===== config.mk =====
export PLATFORM = sky130hd
export DESIGN_NAME = i2c_bus_recover
export DESIGN_NICKNAME = d
export VERILOG_FILES = /design/src/rtl/i2crec_pkg.sv /design/src/rtl/i2crec_timer.sv /design/src/rtl/i2crec_fsm.sv /design/src/rtl/i2crec_outdec.sv /design/src/rtl/i2c_bus_recover.sv
export SDC_FILE = /design/constraint.sdc
export NUM_CORES = 1
export LEC_CHECK = 0
export BUFFER_PORTS_ARGS = -buffer_cell sky130_fd_sc_hd__buf_2
export CORE_AREA = 2 2 47 49
export CTS_BUF_LIST = sky130_fd_sc_hd__clkbuf_8
export DETAILED_ROUTE_END_ITERATION = 7
export DIE_AREA = 0 0 49 51
export PLACE_DENSITY = 0.82
export RECOVER_POWER = 100
export SYNTH_ARGS = -nofsm -noshare
export SYNTH_HDL_FRONTEND = slang
export SYNTH_SLANG_ARGS = --single-unit

===== constraint.sdc =====
create_clock -name clk -period 1.3 [get_ports clk]
set_clock_uncertainty 0.2 [all_clocks]
set_input_delay 0.26 -clock clk [delete_from_list [all_inputs] [get_ports clk]]
set_output_delay 0.26 -clock clk [all_outputs]
set_load 0.05 [all_outputs]

===== src/rtl/i2crec_pkg.sv =====
package i2crec_pkg;
  typedef enum logic [2:0] {
    PH_IDLE  = 3'd0,
    PH_KILL  = 3'd1,
    PH_SCL   = 3'd2,
    PH_SDA   = 3'd3,
    PH_START = 3'd4,
    PH_STOP  = 3'd5,
    PH_FIN   = 3'd6
  } rec_phase_t;
endpackage


===== src/rtl/i2crec_timer.sv =====
module i2crec_timer #(
  parameter int CW = 10
) (
  input  logic          clk,
  input  logic          rst_n,
  input  logic          clr,
  input  logic          tick,
  input  logic [CW-1:0] limit,
  output logic          expire
);
  logic [CW-1:0] cnt_q, cnt_d;

  assign expire = tick && !clr && (cnt_q == (limit - CW'(1)));

  always_comb begin
    cnt_d = cnt_q;
    if (clr || expire) cnt_d = '0;
    else if (tick)     cnt_d = cnt_q + CW'(1);
  end

  always_ff @(posedge clk or negedge rst_n) begin
    if (!rst_n) cnt_q <= '0;
    else        cnt_q <= cnt_d;
  end

  // the tick count never reaches the limit of the current gap
  a_r3_cnt_below_limit: assert property (@(posedge clk) disable iff (!rst_n)
    cnt_q < limit);
endmodule


===== src/rtl/i2crec_fsm.sv =====
module i2crec_fsm
  import i2crec_pkg::*;
#(
  parameter int CW      = 10,
  parameter int T_SCL   = 16,
  parameter int T_SDA   = 500,
  parameter int T_LOW   = 1000,
  parameter int T_TAIL  = 500
) (
  input  logic          clk,
  input  logic          rst_n,
  input  logic          trig,
  input  logic          expire,
  output rec_phase_t    phase,
  output logic          clr,
  output logic [CW-1:0] limit
);
  rec_phase_t ph_d;

  always_comb begin
    ph_d = phase;
    unique case (phase)
      PH_IDLE:  if (trig) ph_d = PH_KILL;
      PH_KILL:  ph_d = PH_SCL;
      PH_SCL:   if (expire) ph_d = PH_SDA;
      PH_SDA:   if (expire) ph_d = PH_START;
      PH_START: if (expire) ph_d = PH_STOP;
      PH_STOP:  if (expire) ph_d = PH_FIN;
      PH_FIN:   ph_d = PH_IDLE;
      default:  ph_d = PH_IDLE;
    endcase
  end

  always_comb begin
    clr   = 1'b0;
    limit = CW'(T_SCL);
    unique case (phase)
      PH_SCL:   limit = CW'(T_SCL);
      PH_SDA:   limit = CW'(T_SDA);
      PH_START: limit = CW'(T_LOW);
      PH_STOP:  limit = CW'(T_TAIL);
      default:  clr = 1'b1;
    endcase
  end

  always_ff @(posedge clk or negedge rst_n) begin
    if (!rst_n) phase <= PH_IDLE;
    else        phase <= ph_d;
  end

  // a kill cycle is only ever entered from idle
  a_r7_start_from_idle: assert property (@(posedge clk) disable iff (!rst_n)
    (phase == PH_KILL) |-> ($past(phase) == PH_IDLE));
  // the final cycle is always followed by idle
  a_r6_fin_to_idle: assert property (@(posedge clk) disable iff (!rst_n)
    (phase == PH_FIN) |=> (phase == PH_IDLE));
endmodule


===== src/rtl/i2crec_outdec.sv =====
module i2crec_outdec
  import i2crec_pkg::*;
(
  input  rec_phase_t phase,
  output logic       busy,
  output logic       done,
  output logic       host_kill,
  output logic       host_en,
  output logic       status_clr,
  output logic       scl_own,
  output logic       sda_own,
  output logic       sda_lvl
);
  always_comb begin
    busy       = (phase != PH_IDLE);
    done       = (phase == PH_FIN);
    status_clr = (phase == PH_FIN);
    host_kill  = (phase == PH_KILL);
    host_en    = (phase == PH_IDLE) || (phase == PH_FIN);
    scl_own    = (phase == PH_SCL) || (phase == PH_SDA) ||
                 (phase == PH_START) || (phase == PH_STOP);
    sda_own    = (phase == PH_SDA) || (phase == PH_START) || (phase == PH_STOP);
    sda_lvl    = (phase != PH_START);
  end
endmodule


===== src/rtl/i2c_bus_recover.sv =====
module i2c_bus_recover
  import i2crec_pkg::*;
#(
  parameter int T_SCL  = 16,
  parameter int T_SDA  = 500,
  parameter int T_LOW  = 1000,
  parameter int T_TAIL = 500
) (
  input  logic       clk,
  input  logic       rst_n,
  input  logic       us_tick,
  input  logic       trig,
  input  logic [1:0] cause,
  output logic       busy,
  output logic       done,
  output logic       host_kill,
  output logic       host_en,
  output logic       status_clr,
  output logic       scl_own,
  output logic       sda_own,
  output logic       sda_lvl,
  output logic [1:0] cause_q
);
  localparam int MAX_A = (T_SCL > T_SDA) ? T_SCL : T_SDA;
  localparam int MAX_B = (T_LOW > T_TAIL) ? T_LOW : T_TAIL;
  localparam int MAX_T = (MAX_A > MAX_B) ? MAX_A : MAX_B;
  localparam int CW    = $clog2(MAX_T + 1);

  logic [1:0]    rsync_q;
  logic          rst_s_n;
  rec_phase_t    phase;
  logic          clr, expire, cause_en;
  logic [CW-1:0] limit;
  logic [1:0]    cause_d;

  always_ff @(posedge clk or negedge rst_n) begin
    if (!rst_n) rsync_q <= 2'b00;
    else        rsync_q <= {rsync_q[0], 1'b1};
  end
  assign rst_s_n = rsync_q[1];

  i2crec_fsm #(.CW(CW), .T_SCL(T_SCL), .T_SDA(T_SDA), .T_LOW(T_LOW),
               .T_TAIL(T_TAIL)) u_fsm (
    .clk(clk), .rst_n(rst_s_n), .trig(trig), .expire(expire),
    .phase(phase), .clr(clr), .limit(limit));

  i2crec_timer #(.CW(CW)) u_tmr (
    .clk(clk), .rst_n(rst_s_n), .clr(clr), .tick(us_tick),
    .limit(limit), .expire(expire));

  i2crec_outdec u_dec (
    .phase(phase), .busy(busy), .done(done), .host_kill(host_kill),
    .host_en(host_en), .status_clr(status_clr), .scl_own(scl_own),
    .sda_own(sda_own), .sda_lvl(sda_lvl));

  assign cause_en = (phase == PH_IDLE) && trig;

  always_comb begin
    cause_d = cause_q;
    if (cause_en) cause_d = cause;
  end

  always_ff @(posedge clk or negedge rst_s_n) begin
    if (!rst_s_n) cause_q <= 2'b00;
    else          cause_q <= cause_d;
  end

  // SDA falls (START) only while SCL is held high
  a_r4_start_under_scl: assert property (@(posedge clk) disable iff (!rst_s_n)
    (sda_own && $fell(sda_lvl)) |-> scl_own);
  // SDA is taken only after SCL is already held
  a_r3_sda_after_scl: assert property (@(posedge clk) disable iff (!rst_s_n)
    $rose(sda_own) |-> $past(scl_own));
  // done lasts one cycle and comes with release and re-enable
  a_r6_done_single: assert property (@(posedge clk) disable iff (!rst_s_n)
    done |=> !done);
  a_r6_done_release: assert property (@(posedge clk) disable iff (!rst_s_n)
    done |-> (host_en && status_clr && !scl_own && !sda_own));
  // after the kill strobe the host stays disabled while pins are driven
  a_r2_kill_then_off: assert property (@(posedge clk) disable iff (!rst_s_n)
    host_kill |=> (!host_en && scl_own));
  // cause code is frozen for the body of a sequence
  a_r8_cause_frozen: assert property (@(posedge clk) disable iff (!rst_s_n)
    (busy && !host_kill) |-> $stable(cause_q));
endmodule


==> results of run 1 <==
==> final timing paths <==
path | start | end | slack (ps) | depth (start not counted)
max in group asynchronous | rsync_q[1] | u_fsm.phase[2] | 60 | 2
min in group asynchronous | rst_n | rsync_q[0] | 120 | 2
max | u_fsm.phase[1] | u_fsm.phase[1] | -1140 | 9
min reg2reg | rsync_q[0] | rsync_q[1] | 160 | 0
min | cause[1] | cause_q[1] | 30 | 2
max reg2reg | u_fsm.phase[1] | u_fsm.phase[1] | -1140 | 9
==> metrics by stage <==
step / std cells / setup TNS, ps / hold slack (ps)
global placement: 159 / -15630 / -155
global route: 174 / -21390 / 39.2
floorplan: 97 / -16530 / -236
detailed placement: 159 / -16980 / -151
finish: 174 / -20110 / 33.0
CTS: 173 / -19170 / 37.7
==> critical path, delay by kind of cell (launching register included) <==
kind	cells	cell delay [ps]
flip-flops	1	450
AND/OR/NAND/NOR	2	570
buffers and inverters	1	180
multiplexers	1	220
adder cells (fa/ha/maj)	1	140
XOR/XNOR	1	190
AO/OA/AOI/OAI	3	390
==> cell type report <==
| type | instances | area [um2] |
|---|---|---|
| Multi-Input combinational cell | 71 | 581 |
| Timing Repair Buffer | 50 | 419 |
| Sequential cell | 17 | 428 |
| Tap cell | 28 | 35.0 |
| Clock buffer | 3 | 41.3 |
| Inverter | 4 | 18.8 |
| Clock inverter | 1 | 5.00 |
| Fill cell | 144 | 536 |
==> per-layer routing <==
metal / vias up / global-route usage
li1: 417 / -
met1: 401 / 0.225
met2: 22 / 0.388
met3: 6 / 0.0175
met4: 0 / 0.143
met5: - / 0
==> placed cells by master (no fill, tap or decap), types with 2 or more instances in the layout <==
cell type      Yosys  routed
xnor2_1            8       8
nand4_1            5       5
dfrtp_2            0       2
buf_2              1       4
inv_1              4       3
buf_6              0      12
dfrtp_1           17      15
mux2_2             2       2
xor2_1             6       5
nand2b_1           2       2
nor2_1            15      14
buf_4              3      28
dlygate4sd3_1      0       3
nor3_1             2       2
nand2_1            7       3
nand2_2            1       3
clkbuf_8           0       3
==> power by group <==
part | internal (uW) | total [uW] | switching (uW)
clock network | 213 | 400 | 187
registers | 680 | 814 | 134
logic | 862 | 1720 | 859
==> flip-flops by register name, indices dropped and copies added (netlist names) <==
name,flops
rsync_q,2
u_fsm.phase,3
cause_q,2
u_tmr.cnt_q,10
==> cell families (layout without fill, tap and decap cells) <==
logic type,Yosys count,count (layout)
simple gates,40,40
flops,17,17
xor+xnor,15,15
buf+inv,9,58
compound gates,8,8
mux,4,4
fa+ha+maj,3,3
other cells,1,1
==> repair_timing <==
| action | 4_1_cts | 5_1_grt |
|---|---|---|
| hold buffers | 3 | 0 |
| gates resized for setup | 26 | 8 |
| setup endpoints to repair | 25 | 25 |
| endpoints found under the hold margin | 6 | 0 |
| pin swaps | 5 | 2 |
| setup buffers | 7 | 1 |
==> reports/qor.yml, run 1 <==
status: "finished with violations"
violations: "setup timing"
clock-sinks: 17
wl_per_cell_um: 13.9
synth_cells: 97
post-route-period-util: 1.88
vias: 846
synthSimpleGateAreaFrac: 0.207
grt_pass1_vias: 868
gp_congestion: 0.797
yosys_warnings: 0
insertedDiodeCount: 0
cts_buffers: 3
dr.pass1.iters: 4
placed_cell_area_um2: 1270
worstPathMaxFanout: 3
grt_overflow: 0
synth_top_cell_by_area: "dfrtp_1"
clk_latency_ps: 260
synthFlopType: "dfrtp_1"
core_area_um2: 2060
grt_max_degree: 12
slowest_stage: "or4b_4"
power.leakage_uw: 0.000698
wl_met1_um: 981
drv_slew: 0
cp-end-kind: "flip-flop"
final_net_count: 156
synthAdderAreaFrac: 0.0386
std_cell_rows: 17
cpPeakStageDelay_ps: 460
path_cells: "xor2_4 > nand2_2 > ha_4 > or4b_4 > mux2i_2 > o2111ai_2 > buf_6 > o21bai_1 > a21boi_1"
synth_most_common_cell: "dfrtp_1"
final_util: 0.740
syn_nets: 106
yosys-top-cells-count: "dfrtp_1 (17), nor2_1 (15), xnor2_1 (8)"
grt_pass1_wl_um: 3770
pin_count: 16
power_density_nw_per_um2: 1920
wl_met2_um: 1300
pre_cts_ws_ps: -1120
synthMuxAreaShare: 0.0437
setup_viol_count_final: 23
hold_viol: 0
setup_ws_ps: -1140
initialDrtViolationCount: 9
dieArea_um2: 2500
hold_path_class: "in -> reg"
die_w_um: 49
min_period_ps: 2440
cts_max_level: 1
ys_top_cells_by_area: "dfrtp_1 (44%), xnor2_1 (7.2%), nor2_1 (5.8%)"
cts_root_buffer: "clkbuf_8"
viasPerCell: 4.86
synth_top_family_by_area: "simple AND/OR/NAND/NOR gates"
clockBufferDepth: 2
cts_tree: "yes"
highest_layer: "met4"
syn-cell-area_um2: 973
cp.required_ps: 1250
synth-seq-area-share: 0.437
cp-start-kind: "flip-flop"
route.met3.wl_um: 70
synth.top_cell.area_share: 0.437
synth_edf_count: 0
syn_area_per_cell_um2: 10.0
fin_area_um2: 1530
port_buffers: 15
cp.arrival_ps: 2390
antenna_found_initial: 0
ys_types: 34
synth-compound-area-share: 0.0681
track_usage: 0.208
post_synth_xor_area_fraction: 0.154
rsz0062_at_grt: "true"
drv_cap: 0
start_util: 0.472
clkTransAtPathRegs_ps: 70
ir_worst_vdd_mv: 1.64
post-dp-hpwl_um: 1610
ant_nets: 0
crit_type: "reg -> reg"
drt-total-wl_um: 2420
drive_above_1_share: 0.479
die_y_um: 51
synthArstFlopShare: 1.00
ys_seq_elements: 17
area_growth_pct: 56.9
total_power_uw: 2940
drc: 0
fmax_mhz: 409
Note: power is estimated with default switching activity, not from simulation.
==> inputs of run 2 (changes only) <==
- CORE_AREA: 2 2 47 49 -> 2 2 50 52
- DIE_AREA: 0 0 49 51 -> 0 0 52 54
- GPL_ROUTABILITY_DRIVEN: default -> 0
- PLACE_DENSITY: 0.82 -> 0.74
==> run 2 against run 1 <==
  * The run still ends with setup timing left
  * Sequential share of layout area is 1.8 points lower
  * Die area is 12% higher
  * Flip-flop and latch count stayed put
  * Wire length is 8.2% higher
  * Global-route usage is 0.49 points lower
  * Setup slack better by 47 ps
  * Fmax is 2.0% higher
  * Core utilization is 3.5 points lower
  * Critical path type unchanged
  * Highest routed layer unchanged
==> reports/qor.yml, run 2 (synthesis gave the netlist of run 1 again) <==
pwr-share-clk: 0.122  # -0.014
setup_ws_ps: -1100  # +47.1 ps
ant_nets: 0  # unchanged
path_cells: "buf_6 > nor2_4 > nand2_4 > inv_1 > ha_2 > xor2_2 > mux2i_4 > o2111ai_4 > xnor2_1 > a21bo_2"
cp.arrival_ps: 2340  # -50 ps
hold_path_class: "in -> reg"
final_net_count: 158  # +1.3%
dieArea_um2: 2810  # +12%
post-route-period-util: 1.84  # -0.0363
cts_max_level: 1  # unchanged
top_regs: "u_tmr.cnt_q (10), u_fsm.phase (3)"
largest_reg_flops: 10  # unchanged
dr.pass1.iters: 4  # unchanged
hold_viol: 0  # unchanged
vias: 907  # +7.2%
grt_pass1_wl_um: 4020  # +6.4%
wl_per_cell_um: 14.7  # +5.7%
cp.required_ps: 1250  # about the same
clockBufferDepth: 2  # unchanged
p_seq_frac: 0.254  # -0.023
initialDrtViolationCount: 16  # +7
insertedDiodeCount: 0  # unchanged
fmax_mhz: 417  # +2.0%
intPower_uw: 1890  # +7.9%
slowest_stage: "dfrtp_2"
p_sw_uw: 1290  # +9.5%
drt-total-wl_um: 2620  # +8.2%
layout.cells.most_common: "buf_4"
holdWs_ps: 39.7  # +6.67 ps
power_density_nw_per_um2: 1950  # +1.4%
rsz0062_at_grt: "true"
viasPerCell: 5.10  # +4.8%
crit_type: "reg -> reg"
final_cell_mix: "buf_4 (27), dfrtp_1 (14), nor2_1 (13)"
die_w_um: 52  # +6.1%
cp-start-kind: "flip-flop"
clock-sinks: 17  # unchanged
cts_buffers: 3  # unchanged
status: "finished with violations"
total_power_uw: 3190  # +8.6%
grt_pass1_vias: 905  # +4.3%
std_cell_rows: 18  # +1
worstPathMaxFanout: 5  # +2
drv_cap: 0  # unchanged
min_period_ps: 2400  # -47.1 ps
port_buffers: 15  # unchanged
post-dp-hpwl_um: 1480  # -7.6%
grt_max_degree: 16  # +4
switching_share: 0.406  # +0.00355
setup_viol_count_final: 23  # unchanged
track_usage: 0.203  # -0.00486
power.leakage_uw: 0.000746  # +6.9%
core_area_um2: 2320  # +12%
pin_count: 16  # unchanged
ir_worst_vdd_mv: 1.25  # -24%
antenna_found_initial: 0  # unchanged
area_growth_pct: 68.1
violations: "setup timing"
clkTransAtPathRegs_ps: 60  # about the same
power_frac_comb: 0.624  # +0.038
die_y_um: 54  # +5.9%
drc: 0  # unchanged
start_util: 0.420  # -0.0522
cpPeakStageDelay_ps: 450  # about the same
top_register: "u_tmr.cnt_q"
cts_tree: "yes"
drive_above_1_share: 0.527  # +0.0476
cp-end-kind: "flip-flop"
cts_root_buffer: "clkbuf_8"
drv_slew: 0  # unchanged
grt_overflow: 0  # unchanged
clk_latency_ps: 250  # about the same
run 2: cell count changes in the layout (fill, tap and decap cells not counted), sizes merged:
cell	delta
clkinv	-1
buf	+2
dlygate4sd3	-1
inv	+1
nand2	+1
run 2: worst paths after layout:
path	start	end	slack, ps	depth (start not counted)
worst max-delay path	u_fsm.phase[1]	u_fsm.phase[0]	-1100	10
worst min-delay path	cause[1]	cause_q[1]	40	2
worst max register to register	u_fsm.phase[1]	u_fsm.phase[0]	-1100	10
worst min register to register	rsync_q[0]	rsync_q[1]	160	0
max in group asynchronous	rsync_q[1]	u_fsm.phase[0]	150	2
min in group asynchronous	rst_n	rsync_q[0]	110	2
run 2: final cells by class:
class | instances | area [um2]
multi-input cells | 72 | 647
repair buffers | 51 | 457
fillers | 159 | 683
inverters | 4 | 21.3
clock inverters | 1 | 3.75
well taps | 30 | 37.5
clock buffers | 3 | 41.3
flip-flops and latches | 17 | 429
run 2: metal layers:
layer	track usage	share of wire	routed length, um	vias to the layer above
met5	0	0	0	-
met4	0.132	0.045	119	0
met3	0.0306	0.021	56	13
met2	0.359	0.54	1410	25
met1	0.229	0.39	1030	443
li1	-	-	-	426
run 2: timing repair:
item / 4_1_cts / 5_1_grt
hold buffers: 2 / 0
setup endpoints to repair: 25 / 24
gates resized for setup: 37 / 17
hold endpoints to repair: 17 / 0
setup buffers: 8 / 3
pin swaps: 4 / 2
gates cloned: 1 / 0
run 2: through the flow:
step | worst slack [ps] | cells | cell area (um2) | TNS [ps] | util
after floorplan | -1190 | 97 | 1030 | -16530 | -
after global placement | -1050 | 160 | 1270 | -15630 | 0.546
after detailed placement | -1110 | 160 | 1270 | -16590 | 0.546
after CTS | -1060 | 175 | 1540 | -18560 | 0.663
after global routing | -1210 | 178 | 1640 | -21220 | 0.706
final | -1100 | 178 | 1640 | -19510 | 0.706
run 2: worst max-delay path, delay by kind of cell (launching register included):
family | cells | cell delay (ps)
AOI/OAI and AO/OA | 2 | 350
muxes | 1 | 280
buffers and inverters | 2 | 200
adders and majority gates | 1 | 200
xor gates and xnor gates | 2 | 380
and+or+nand+nor | 2 | 220
DFF | 1 | 450
run 2: power groups by stage:
stage | clock network [uW] | logic (uW) | registers, uW
after floorplan | 0 | 822 | 918
after global placement | 0 | 1330 | 794
after detailed placement | 0 | 1360 | 802
after CTS | 390 | 1710 | 792
after global routing | 413 | 2110 | 823
final | 388 | 1990 | 809
